## config.mk

```make
export PLATFORM = sky130hd
export DESIGN_NAME = irq_route_top
export DESIGN_NICKNAME = d
export VERILOG_FILES = /design/src/rtl/irq_route_pkg.sv /design/src/rtl/irq_src_slot.sv /design/src/rtl/irq_pick.sv /design/src/rtl/irq_route_top.sv
export SDC_FILE = /design/constraint.sdc
export NUM_CORES = 1
export LEC_CHECK = 0
export BUFFER_PORTS_ARGS = -buffer_cell sky130_fd_sc_hd__buf_2
export CAP_MARGIN = 30
export CORE_ASPECT_RATIO = 1.1
export CORE_UTILIZATION = 40
export DETAILED_ROUTE_END_ITERATION = 8
export PLACE_DENSITY_LB_ADDON = 0.15
export SYNTH_ARGS = -nofsm -noshare
export SYNTH_HDL_FRONTEND = slang
export SYNTH_HIERARCHICAL = 1
export SYNTH_SLANG_ARGS = --single-unit
```

## constraint.sdc

```tcl
create_clock -name clk_i -period 3.2 [get_ports clk_i]
set_input_delay 0.64 -clock clk_i [delete_from_list [all_inputs] [get_ports clk_i]]
set_output_delay 0.64 -clock clk_i [all_outputs]
set_load 0.005 [all_outputs]
```

## src/rtl/irq_route_pkg.sv

```systemverilog
package irq_route_pkg;
  localparam int VP_MASK_BIT  = 31;
  localparam int VP_ACT_BIT   = 30;
  localparam int PRIO_LSB     = 16;
  localparam int PRIO_W       = 4;
  localparam int VEC_W        = 8;
  localparam int DST_MODE_BIT = 31;
  localparam int DST_SENSE_BIT = 30;
  localparam logic [31:0] VP_WR_MASK = 32'h800F_00FF;

  typedef struct packed {
    logic              masked;
    logic [PRIO_W-1:0] prio;
    logic [VEC_W-1:0]  vec;
  } vp_cfg_t;
endpackage

```

## src/rtl/irq_src_slot.sv

```systemverilog
module irq_src_slot
  import irq_route_pkg::*;
#(
  parameter int          N_CPU   = 4,
  parameter logic [31:0] VP_RST  = 32'h8000_0000,
  parameter logic [31:0] DST_RST = 32'h0000_0001,
  localparam int         CW      = (N_CPU > 1) ? $clog2(N_CPU) : 1
) (
  input  logic             clk_i,
  input  logic             rst_ni,
  input  logic             irq_i,
  input  logic             we_vp_i,
  input  logic             we_dst_i,
  input  logic [31:0]      wdata_i,
  input  logic             grant_i,
  input  logic             ack_i,
  output logic [31:0]      vp_o,
  output logic [31:0]      dst_o,
  output logic             elig_o,
  output logic             act_o,
  output logic [N_CPU-1:0] tgt_o
);
  vp_cfg_t          cfg_q;
  logic             mode_q, sense_q;
  logic [N_CPU-1:0] dmask_q;
  logic             act_q, pend_q, irq_q;
  logic [CW-1:0]    last_q;

  logic [N_CPU-1:0] last_oh, rr_oh;
  logic [CW-1:0]    rr_idx;
  logic             rr_found, exact;

  always_comb begin
    last_oh = '0;
    last_oh[last_q] = 1'b1;
    exact = (dmask_q == last_oh);
  end

  // round-robin search starting after the last CPU served
  always_comb begin
    rr_oh    = '0;
    rr_idx   = last_q;
    rr_found = 1'b0;
    for (int k = 1; k <= N_CPU; k++) begin
      int s;
      logic [CW-1:0] c;
      s = int'(last_q) + k;
      if (s >= N_CPU) s = s - N_CPU;
      c = CW'(s);
      if (!rr_found && dmask_q[c]) begin
        rr_found  = 1'b1;
        rr_idx    = c;
        rr_oh     = '0;
        rr_oh[c]  = 1'b1;
      end
    end
  end

  assign tgt_o  = exact ? last_oh : (mode_q ? rr_oh : dmask_q);
  assign elig_o = pend_q && !cfg_q.masked && (cfg_q.prio != '0) && !act_q && (|dmask_q);
  assign act_o  = act_q;

  assign vp_o  = {cfg_q.masked, act_q, 10'b0, cfg_q.prio, 8'b0, cfg_q.vec};
  assign dst_o = {mode_q, sense_q, {(30-N_CPU){1'b0}}, dmask_q};

  always_ff @(posedge clk_i or negedge rst_ni) begin
    if (!rst_ni) begin
      cfg_q.masked <= VP_RST[VP_MASK_BIT];
      cfg_q.prio   <= VP_RST[PRIO_LSB +: PRIO_W];
      cfg_q.vec    <= VP_RST[VEC_W-1:0];
      mode_q       <= DST_RST[DST_MODE_BIT];
      sense_q      <= DST_RST[DST_SENSE_BIT];
      dmask_q      <= DST_RST[N_CPU-1:0];
    end else begin
      if (we_vp_i) begin
        cfg_q.masked <= wdata_i[VP_MASK_BIT];
        cfg_q.prio   <= wdata_i[PRIO_LSB +: PRIO_W];
        cfg_q.vec    <= wdata_i[VEC_W-1:0];
      end
      if (we_dst_i) begin
        mode_q  <= wdata_i[DST_MODE_BIT];
        sense_q <= wdata_i[DST_SENSE_BIT];
        dmask_q <= wdata_i[N_CPU-1:0];
      end
    end
  end

  always_ff @(posedge clk_i or negedge rst_ni) begin
    if (!rst_ni) begin
      act_q  <= 1'b0;
      pend_q <= 1'b0;
      irq_q  <= 1'b0;
      last_q <= '0;
    end else begin
      irq_q <= irq_i;
      if (sense_q) pend_q <= irq_i;
      else if (irq_i && !irq_q) pend_q <= 1'b1;
      else if (grant_i) pend_q <= 1'b0;

      if (grant_i) act_q <= 1'b1;
      else if (sense_q && !irq_i) act_q <= 1'b0;
      else if (!sense_q && ack_i) act_q <= 1'b0;

      if (grant_i && !exact && mode_q && rr_found) last_q <= rr_idx;
    end
  end
endmodule

```

## src/rtl/irq_pick.sv

```systemverilog
module irq_pick #(
  parameter int N  = 8,
  localparam int SW = (N > 1) ? $clog2(N) : 1
) (
  input  logic [N-1:0]  req_i,
  output logic [N-1:0]  gnt_o,
  output logic          any_o,
  output logic [SW-1:0] idx_o
);
  // lowest set bit wins
  assign gnt_o = req_i & (~req_i + N'(1));
  assign any_o = |req_i;

  always_comb begin
    idx_o = '0;
    for (int i = 0; i < N; i++)
      if (gnt_o[i]) idx_o = idx_o | SW'(i);
  end
endmodule

```

## src/rtl/irq_route_top.sv

```systemverilog
module irq_route_top #(
  parameter int          N_SRC   = 8,
  parameter int          N_CPU   = 4,
  parameter logic [31:0] VP_RST  = 32'h8000_0000,
  parameter logic [31:0] DST_RST = 32'h0000_0001,
  localparam int         SW      = (N_SRC > 1) ? $clog2(N_SRC) : 1,
  localparam int         AW      = SW + 1
) (
  input  logic             clk_i,
  input  logic             rst_ni,
  input  logic             bus_we_i,
  input  logic [AW-1:0]    bus_addr_i,
  input  logic [31:0]      bus_wdata_i,
  output logic [31:0]      bus_rdata_o,
  input  logic [N_SRC-1:0] irq_i,
  input  logic             ack_i,
  input  logic [SW-1:0]    ack_src_i,
  output logic             dlv_valid_o,
  output logic [N_CPU-1:0] dlv_cpu_o,
  output logic [SW-1:0]    dlv_src_o
);
  logic [SW-1:0]    sel_src;
  logic             sel_dst;
  logic [31:0]      vp_rd  [N_SRC];
  logic [31:0]      dst_rd [N_SRC];
  logic [N_CPU-1:0] tgt    [N_SRC];
  logic [N_SRC-1:0] elig, gnt, act_vec;
  logic             any;
  logic [SW-1:0]    pick_idx;

  assign sel_src = bus_addr_i[AW-1:1];
  assign sel_dst = bus_addr_i[0];

  for (genvar g = 0; g < N_SRC; g++) begin : g_slot
    irq_src_slot #(
      .N_CPU  (N_CPU),
      .VP_RST (VP_RST),
      .DST_RST(DST_RST)
    ) u_slot (
      .clk_i   (clk_i),
      .rst_ni  (rst_ni),
      .irq_i   (irq_i[g]),
      .we_vp_i (bus_we_i && !sel_dst && (sel_src == SW'(g))),
      .we_dst_i(bus_we_i &&  sel_dst && (sel_src == SW'(g))),
      .wdata_i (bus_wdata_i),
      .grant_i (gnt[g]),
      .ack_i   (ack_i && (ack_src_i == SW'(g))),
      .vp_o    (vp_rd[g]),
      .dst_o   (dst_rd[g]),
      .elig_o  (elig[g]),
      .act_o   (act_vec[g]),
      .tgt_o   (tgt[g])
    );
  end

  always_comb begin
    bus_rdata_o = '0;
    if (int'(sel_src) < N_SRC)
      bus_rdata_o = sel_dst ? dst_rd[sel_src] : vp_rd[sel_src];
  end

  irq_pick #(.N(N_SRC)) u_pick (
    .req_i(elig),
    .gnt_o(gnt),
    .any_o(any),
    .idx_o(pick_idx)
  );

  always_ff @(posedge clk_i or negedge rst_ni) begin
    if (!rst_ni) begin
      dlv_valid_o <= 1'b0;
      dlv_cpu_o   <= '0;
      dlv_src_o   <= '0;
    end else begin
      dlv_valid_o <= any;
      dlv_cpu_o   <= any ? tgt[pick_idx] : '0;
      dlv_src_o   <= pick_idx;
    end
  end
endmodule

```

==> run summary, run 1 <==
Vias in the first global route = 13.0k
DP HPWL = 34,100 microns
CTS Buffer Depth = 2
H-Tree Level Count = 4
Crit path time final = 3.08 ns
Mapped Area = 20,200 sq um
Die height = 238 microns
Syn. warnings = 6
Max_slew headroom = 41.1%
Drt drc = 0
Pleak = 8.96 nW
Gate Count Post-Synth = 1,809
RSZ-0062 raised after global routing = yes
Routed via count = 12.9k
Chip width = 216 microns
Gpl congestion = 0.835
Status = finished, final reports clean
Fillers = 4,861
Pin count of the biggest net entering global routing = 68
Share of layout cells above drive strength 1 = 35.1%
PwrDens = 816 nW/um^2
Initial DRC Count = 641
Critical Path Source Type = register
Initial antenna violation count = 1
Area share of the largest cell type after synthesis = 22.8%
Arrival @ worst endpoint = 3.42 ns
Most frequent CP cell = mux4_2
WP data required = 3.54 ns
Root Driver = clkbuf_16
Register bit total from synthesis = 200
Critical-path cell list = inv_1 -> ha_1 -> mux4_2 -> buf_4 -> mux2i_1 -> o221ai_1 -> a41oi_2 -> mux4_2 -> mux2i_2 -> nor2b_1
Setup crit end kind = register
Max VDD drop = 0.422 mV
Hold Crit Class = input pin to asynchronous set/reset pin
Reg area = 5020 sq um
Final nets = 1,966
DRT antenna net count = 0
First-pass iteration count of the detailed router = 5
Synth top area cells = dfrtp_1 23%, mux4_2 18%, buf_4 15%
P&R area growth vs syn = 2.57%
Top Ports = 91
Via density = 5.13
Least-Margin Pin Slew = 0.875 ns
Area of the multi-input gates = 12,700 sq um
Count of buffers from port buffering = 57
Initial Util = 40.9%
Site Rows = 85
Number of synthesized flops with an enable pin = 0
Cts bufs inserted = 17
FFs w/ async S/R, synth = 100%
Final hold violation count = 0
Most common cell after layout, fill and taps aside = conb_1
Clock skew = 0.0121 ns
Cell type with the largest total area after synthesis = dfrtp_1
Clk_lat worst skew = 0.46 ns
Clock sink total = 200
Fmax achieved = 325 MHz
Final Power = 16.9 mW
Avg Cell Area, Syn = 11.2 sq um
Crit path kind = register to register
Placed inst area = 19,800 sq um
WL final = 46,600 microns
First-pass GRT wire length = 74,300 microns
CP max stage delay = 0.63 ns
Core Area = 49,300 sq um
Placed Cells = 2,460
Finished Cell Area = 20,700 sq um
CTS tree = built
Reg clk slew, reported paths = 0.08 ns
Slew Limit Fails = 0
Grt ovf = 0
Worst path slowest cell = mux4_2
Setup TNS = 0 ns
Total Routing Usage GR = 18.6%
Synth Flop Type = dfrtp_1
Post-synthesis sequential area ratio = 24.9%
Final core utilization = 41.9%
Wire length per cell = 18.5 microns
Unique cell type count in the Yosys netlist = 45
Die area = 51,300 sq um
Final Instance Count excl. Fillers = 2,517
Most frequent cells in the layout = 352 x conb_1, 190 x mux2_2, 184 x dfrtp_1
Final setup vio count = 0
Final Cycle Share = 96.3%
Maxcap violations = 0
Worst-path fanout max = 8
-- report_power, final --
| part | total [mW] | internal, mW | switching, mW |
|---|---|---|---|
| registers | 3.94 | 3.24 | 0.707 |
| logic | 10.6 | 5.47 | 5.10 |
| clock network | 2.38 | 1.27 | 1.11 |
-- cell type report --
class	count	share of cell area [%]
Antenna cell	1	0.0121
Clock buffer	18	2.07
Clock inverter	14	1.02
Inverter	67	1.22
Multi-Input combinational cell	1391	61.3
Sequential cell	200	24.3
Tap cell	652	3.94
Timing Repair Buffer	174	6.14
-- registers in the layout, indices dropped and copies added, names as in the netlist --
name / cells
g_slot.u_slot/vp_o: 104
g_slot.u_slot/act_o: 8
g_slot.u_slot/dmask_q: 32
g_slot.u_slot/pend_q: 8
dlv_cpu_o: 4
g_slot.u_slot/irq_q: 8
dlv_src_o: 3
g_slot.u_slot/mode_q: 8
dlv_valid_o: 1
g_slot.u_slot/last_q: 16
g_slot.u_slot/sense_q: 8
-- synthesized netlist by cell type, types with 9 or more instances --
| cell | number |
|---|---|
| a21o_1 | 9 |
| a22oi_1 | 58 |
| a41oi_1 | 32 |
| buf_1 | 9 |
| buf_2 | 37 |
| buf_4 | 392 |
| buf_6 | 29 |
| clkbuf_1 | 22 |
| dfrtp_1 | 184 |
| dfstp_2 | 16 |
| ha_1 | 64 |
| inv_1 | 67 |
| mux2_2 | 190 |
| mux2_4 | 32 |
| mux2i_1 | 60 |
| mux4_2 | 165 |
| nand2_1 | 41 |
| nand2b_1 | 53 |
| nand3_1 | 33 |
| nor2_1 | 64 |
| nor2b_1 | 26 |
| nor4_1 | 25 |
| o21ai_0 | 26 |
| o221ai_1 | 32 |
| o22ai_1 | 11 |
| xnor2_1 | 40 |
-- metal layers --
metal / wire length, microns / track usage (%) / vias to the layer above
met5: 0 / 0 / -
met1: 21400 / 25.3 / 6629
li1: - / - / 6032
met4: 967 / 5.34 / 0
met2: 23000 / 31.3 / 197
met3: 1230 / 2.01 / 49
-- stage by stage --
stage / worst slack [ns] / hold WS, ns
after global placement: 0.0856 / 0.482
after CTS: 0.0357 / 0.204
after detailed placement: 0.0568 / 0.488
after global routing: -0.0105 / 0.206
after floorplan: 0.179 / 0.344
final: 0.119 / 0.174
-- cells by family (layout without fill, tap and decap cells) --
group | count (synthesis) | in the layout | synth area share [%]
AOI/OAI and AO/OA | 212 | 212 | 8.44
xor gates and xnor gates | 40 | 40 | 1.74
adders and majority gates | 64 | 64 | 3.97
buffers and inverters | 564 | 273 | 19.2
DFF | 200 | 200 | 24.9
muxes | 447 | 449 | 34.4
other | 8 | 353 | 0.149
and+or+nand+nor | 274 | 274 | 7.16
-- critical path: cells and delay by family (launching register included) --
kind / cells / cell delay, ns
adder cells (fa/ha/maj): 1 / 0.35
buffers and inverters: 2 / 0.26
flip-flops: 1 / 0.36
AND/OR/NAND/NOR: 1 / 0.06
multiplexers: 4 / 1.51
AO/OA/AOI/OAI: 2 / 0.42
-- path summary, 6_finish.rpt --
check	startpoint	endpoint	slack, ns	cells past startpoint
min in group clk_i	irq_i[7]	g_slot[7].u_slot/irq_q	0.34	1
worst max register to register	g_slot[0].u_slot/last_q[1]	dlv_cpu_o[2]	0.12	10
worst min register to register	g_slot[2].u_slot/act_o	g_slot[2].u_slot/act_o	0.50	1
worst min-delay path	rst_ni	g_slot[2].u_slot/last_q[1]	0.17	1
worst max-delay path	g_slot[0].u_slot/last_q[1]	dlv_cpu_o[2]	0.12	10
max in group asynchronous	rst_ni	g_slot[6].u_slot/vp_o[7]	2.11	2
-- timing repair --
action | CTS | global route
hold buffers | 0 | 0
resized for setup | 0 | 12
setup endpoints to repair | 0 | 4
setup buffers | 0 | 21
Power figures use the tool's default switching activity.
==> run 2, diff against run 1 <==
Settings changed: CAP_MARGIN 30 to 5, REMOVE_ABC_BUFFERS from default to 1.
==> run 2 against run 1 <==
Critical path depth down 1. Die area stayed put. Global-route usage down 0.14 points. Final cell count up 0.91%. Design area is 0.55% higher.
==> run summary, run 2 (synthesized netlist as in run 1, its figures left out) <==
Post-place setup slack = 0.0497 ns (-0.00706 ns)
Wire length per cell = 18.3 microns (-1.2%)
Hold_buf cts = 0 (unchanged)
Chip width = 216 microns (unchanged)
Die area = 51,300 sq um (unchanged)
Final hold violation count = 0 (unchanged)
WL final = 46,400 microns (-0.34%)
Grt ovf = 0 (unchanged)
First-pass GRT wire length = 73,900 microns (-0.53%)
Site Rows = 85 (unchanged)
Final setup vio count = 0 (unchanged)
PwrDens = 816 nW/um^2 (about the same)
Initial antenna violation count = 4 (+3)
Top Ports = 91 (unchanged)
H-Tree Level Count = 4 (unchanged)
Max VDD drop = 0.412 mV (-2.3%)
Clock sink total = 200 (unchanged)
Critical Path Source Type = register
Crit path time final = 3.07 ns (-0.00590 ns)
Core Area = 49,300 sq um (unchanged)
Die height = 238 microns (unchanged)
Share of layout cells above drive strength 1 = 35.7% (+0.62 points)
Most frequent cells in the layout = 352 x conb_1, 190 x mux2_2, 184 x dfrtp_1
Gpl congestion = 0.847 (+1.5%)
Fmax achieved = 325 MHz (+0.19%)
Max_slew headroom = 40.7% (-0.40 points)
Cell class contributing the biggest share of worst-path delay = multiplexers
Critical-path cell list = inv_1 -> ha_1 -> mux4_2 -> mux2_4 -> o221ai_1 -> a41oi_1 -> mux4_2 -> mux2i_2 -> nor2b_1
Final core utilization = 42.2% (+0.23 points)
Initial Util = 40.9% (unchanged)
Maxcap violations = 0 (unchanged)
Arrival @ worst endpoint = 3.40 ns (-0.02 ns)
Crit path kind = register to register
Critical path buffer and inverter count = 1 (-1)
DP HPWL = 34,600 microns (+1.4%)
CTS Buffer Depth = 2 (unchanged)
Initial DRC Count = 697 (+8.7%)
Root Driver = clkbuf_16
Drt drc = 0 (unchanged)
Most frequent CP cell = mux4_2
Max reg flops = 104 (unchanged)
Reg clk slew, reported paths = 0.08 ns (about the same)
Clk_lat worst skew = 0.46 ns (about the same)
Least-Margin Pin Slew = 0.881 ns (+0.00589 ns)
CTS tree = built
Status = finished, final reports clean
Fin worst setup slack = 0.125 ns (+0.00590 ns)
First-pass iteration count of the detailed router = 7 (+2)
Final nets = 1,987 (+1.1%)
Placed inst area = 20,000 sq um (+1.2%)
Setup TNS = 0 ns (unchanged)
Via density = 5.12 (-0.18%)
Cts bufs inserted = 17 (unchanged)
CP max stage delay = 0.63 ns (about the same)
Total Routing Usage GR = 18.5% (-0.14 points)
Vias in the first global route = 13.0k (-0.54%)
Routed via count = 13.0k (+0.74%)
WP data required = 3.53 ns (about the same)
Worst path slowest cell = mux4_2
Count of buffers from port buffering = 57 (unchanged)
Slew Limit Fails = 0 (unchanged)
DRT antenna net count = 0 (unchanged)
Final Cycle Share = 96.1% (-0.18 points)
Pleak = 9.05 nW (+0.99%)
Pin count of the biggest net entering global routing = 76 (+12%)
Placed Cells = 2,492 (+1.3%)
Clock skew = 0.0154 ns (+0.00336 ns)
P&R area growth vs syn = 3.13%
Worst-path fanout max = 10 (+2)
Hold Crit Class = input pin to asynchronous set/reset pin
Setup crit end kind = register
Final Instance Count excl. Fillers = 2,540 (+0.91%)
Most common cell after layout, fill and taps aside = conb_1
Finished Cell Area = 20,800 sq um (+0.55%)
-- run 2: what timing repair did --
| action | 4_1_cts | 5_1_grt |
|---|---|---|
| endpoints found under the setup margin | 0 | 3 |
| setup buffers | 0 | 12 |
| gates resized for setup | 0 | 9 |
-- run 2: layout make-up --
type | instances | area [sq um]
fill | 4737 | 28500
multi-input combinational | 1390 | 12700
sequential | 200 | 5020
timing repair buffer | 196 | 1420
tap | 652 | 816
clock buffer | 19 | 453
inverter | 67 | 251
clock inverter | 13 | 179
antenna | 3 | 7.51
-- run 2: per-stage QoR --
step,power [mW],hold WS (ns)
global placement,14.2,0.484
finish,17.0,0.153
floorplan,11.1,0.344
CTS,16.7,0.165
global route,18.1,0.196
detailed placement,14.3,0.490
-- run 2: path summary, 6_finish.rpt --
check | from | endpoint | slack (ns) | depth (start not counted)
setup / recovery | g_slot[6].u_slot/last_q[0] | dlv_cpu_o[1] | 0.13 | 9
hold / removal | rst_ni | g_slot[3].u_slot/last_q[0] | 0.15 | 1
setup reg to reg | g_slot[6].u_slot/last_q[0] | dlv_cpu_o[1] | 0.13 | 9
hold reg to reg | g_slot[7].u_slot/vp_o[5] | g_slot[7].u_slot/vp_o[5] | 0.51 | 1
max in group asynchronous | rst_ni | g_slot[0].u_slot/vp_o[7] | 2.22 | 2
min in group clk_i | irq_i[6] | g_slot[6].u_slot/irq_q | 0.35 | 1
-- run 2: per-layer routing --
metal	GRT usage, %	wire, microns
met1	24.6	20900
met2	31.8	23500
met3	1.77	1030
met4	5.42	943
met5	0	0
-- run 2: power breakdown --
group	internal [mW]	total [mW]	switching, mW	leakage (nW)
logic	5.58	10.8	5.20	6.32
clock network	1.17	2.31	1.13	0.304
registers	3.24	3.87	0.637	2.42
total	9.99	17.0	6.97	9.05
==> run 3, diff against run 2 <==
Settings changed: CELL_PAD_IN_SITES_DETAIL_PLACEMENT from default to 0, CELL_PAD_IN_SITES_GLOBAL_PLACEMENT from default to 1.
==> run 3 against run 2 <==
Critical path depth is the same. Setup slack lost 0.0034 ns. Clock power grew 6%. Clock skew is essentially flat. Routed wire length grew 0.17%. Sequential power grew 3%. Non-clock buffer count shrank 24. Via count shrank 0.65%. Sequential share of layout area grew 0.24 points. Die area is the same. Largest cell class unchanged. Highest routed layer unchanged.
==> run summary, run 3 (synthesized netlist as in run 1, its figures left out) <==
Final nets = 1,962 (-1.3%)
First-pass iteration count of the detailed router = 5 (-2)
Max reg flops = 104 (unchanged)
First-pass GRT wire length = 74,600 microns (+1.0%)
Core Area = 49,300 sq um (unchanged)
Clock skew = 0.0152 ns (-0.000238 ns)
Critical Path Source Type = register
Cts bufs inserted = 17 (unchanged)
Placed inst area = 19,900 sq um (-0.74%)
CTS tree = built
Drt drc = 0 (unchanged)
Fillers = 4,813 (+1.6%)
Die area = 51,300 sq um (unchanged)
Top Ports = 91 (unchanged)
Setup crit end kind = register
Final core utilization = 41.7% (-0.41 points)
Gpl congestion = 0.855 (+0.99%)
PwrDens = 816 nW/um^2 (about the same)
Reg clk slew, reported paths = 0.08 ns (about the same)
Clock sink total = 200 (unchanged)
CP max stage delay = 0.63 ns (about the same)
Hold Crit Class = input pin to asynchronous set/reset pin
Most frequent CP cell = mux4_2
Total Routing Usage GR = 18.7% (+0.25 points)
Initial Util = 40.9% (unchanged)
DP HPWL = 33,700 microns (-2.5%)
Final hold violation count = 0 (unchanged)
Pleak = 8.93 nW (-1.2%)
RSZ-0062 raised after global routing = no
Setup crit start = g_slot[0].u_slot/last_q[0]
Cell class contributing the biggest share of worst-path delay = multiplexers
DRT antenna net count = 0 (unchanged)
Via density = 5.14 (+0.46%)
WL final = 46,500 microns (+0.17%)
Crit path kind = register to register
Pin count of the biggest net entering global routing = 65 (-14%)
H-Tree Level Count = 4 (unchanged)
Least-Margin Pin Slew = 0.971 ns (+0.0904 ns)
Final Power = 16.8 mW (-0.93%)
Slew Limit Fails = 0 (unchanged)
Clk_lat worst skew = 0.46 ns (about the same)
Wire length per cell = 18.5 microns (+1.3%)
Max_slew headroom = 35.3% (-5.5 points)
Diode count = 0 (-3)
Maxcap violations = 0 (unchanged)
Critical path buffer and inverter count = 1 (unchanged)
Initial antenna violation count = 1 (-3)
Initial DRC Count = 695 (-0.29%)
Most frequent cells in the layout = 352 x conb_1, 190 x mux2_2, 184 x dfrtp_1
Worst-path fanout max = 8 (-2)
Max VDD drop = 0.474 mV (+15%)
Crit path time final = 3.08 ns (+0.00339 ns)
Count of buffers from port buffering = 57 (unchanged)
Fmax achieved = 325 MHz (-0.11%)
R2R Path Start = g_slot[0].u_slot/last_q[0]
Root Driver = clkbuf_16
Share of layout cells above drive strength 1 = 34.6% (-1.1 points)
Site Rows = 85 (unchanged)
Worst path slowest cell = mux4_2
Chip width = 216 microns (unchanged)
Die height = 238 microns (unchanged)
Setup TNS = 0 ns (unchanged)
Status = finished, final reports clean
Most common cell after layout, fill and taps aside = conb_1
Final Cycle Share = 96.2% (+0.11 points)
WP data required = 3.54 ns (about the same)
Grt ovf = 0 (unchanged)
Routed via count = 12.9k (-0.65%)
P&R area growth vs syn = 2.13%
Finished Cell Area = 20,600 sq um (-0.97%)
Arrival @ worst endpoint = 3.42 ns (+0.02 ns)
Critical-path cell list = inv_1 -> ha_1 -> mux4_2 -> mux2_4 -> o221ai_1 -> a41oi_1 -> mux4_2 -> mux2i_1 -> nor2b_1
CTS Buffer Depth = 2 (unchanged)
Vias in the first global route = 13.0k (+0.68%)
Final setup vio count = 0 (unchanged)
## run 3: cell count changes in the layout (fill, tap and decap cells not counted), moves of 3 or more
cell       previous run  this run
bufinv_16             1         4
mux2i_2               3         0
diode_2               3         0
mux2i_1              57        60
buf_4               134       111
## run 3: power by group
group | total (mW) | internal, mW | switching [mW]
Clock | 2.46 | 1.35 | 1.11
Sequential | 3.97 | 3.24 | 0.735
Combinational | 10.4 | 5.40 | 4.98
## run 3: layout make-up
type	count	area (sq um)	share of cell area [%]
Clock inverter	14	231	1.12
Inverter	67	251	1.22
Clock buffer	18	429	2.08
Tap cell	652	816	3.96
Sequential cell	200	5020	24.4
Timing Repair Buffer	172	1220	5.93
Multi-Input combinational cell	1389	12600	61.3
## run 3: through the flow
step,setup WS (ns),instances,hold WS [ns]
after floorplan,0.0713,1656,0.344
after global placement,0.112,2472,0.481
after detailed placement,0.113,2472,0.490
after CTS,0.101,2504,0.170
after global routing,0.00128,2512,0.195
final,0.122,2512,0.166
## run 3: layer usage
metal / GRT usage (%) / share of wire, % / vias to the layer above
met3: 2.10 / 2.5 / 23
met4: 4.20 / 1.2 / 0
met2: 32.2 / 50 / 187
met5: 0 / 0 / -
li1: - / - / 6012
met1: 25.2 / 46 / 6696
## run 3: final timing paths
kind / to / depth (start not counted) / slack (ns)
max: dlv_cpu_o[3] / 9 / 0.12
min in group clk_i: g_slot[6].u_slot/irq_q / 1 / 0.31
max in group asynchronous: g_slot[1].u_slot/dmask_q[0] / 2 / 2.10
min: g_slot[6].u_slot/vp_o[4] / 1 / 0.17
min reg2reg: g_slot[6].u_slot/vp_o[2] / 1 / 0.51
max reg2reg: dlv_cpu_o[3] / 9 / 0.12
## run 3: timing repair
item,4_1_cts,5_1_grt
resized for setup,0,3
setup buffers,0,8
setup endpoints to repair,0,4
endpoints found under the hold margin,0,0
hold buffers,0,0
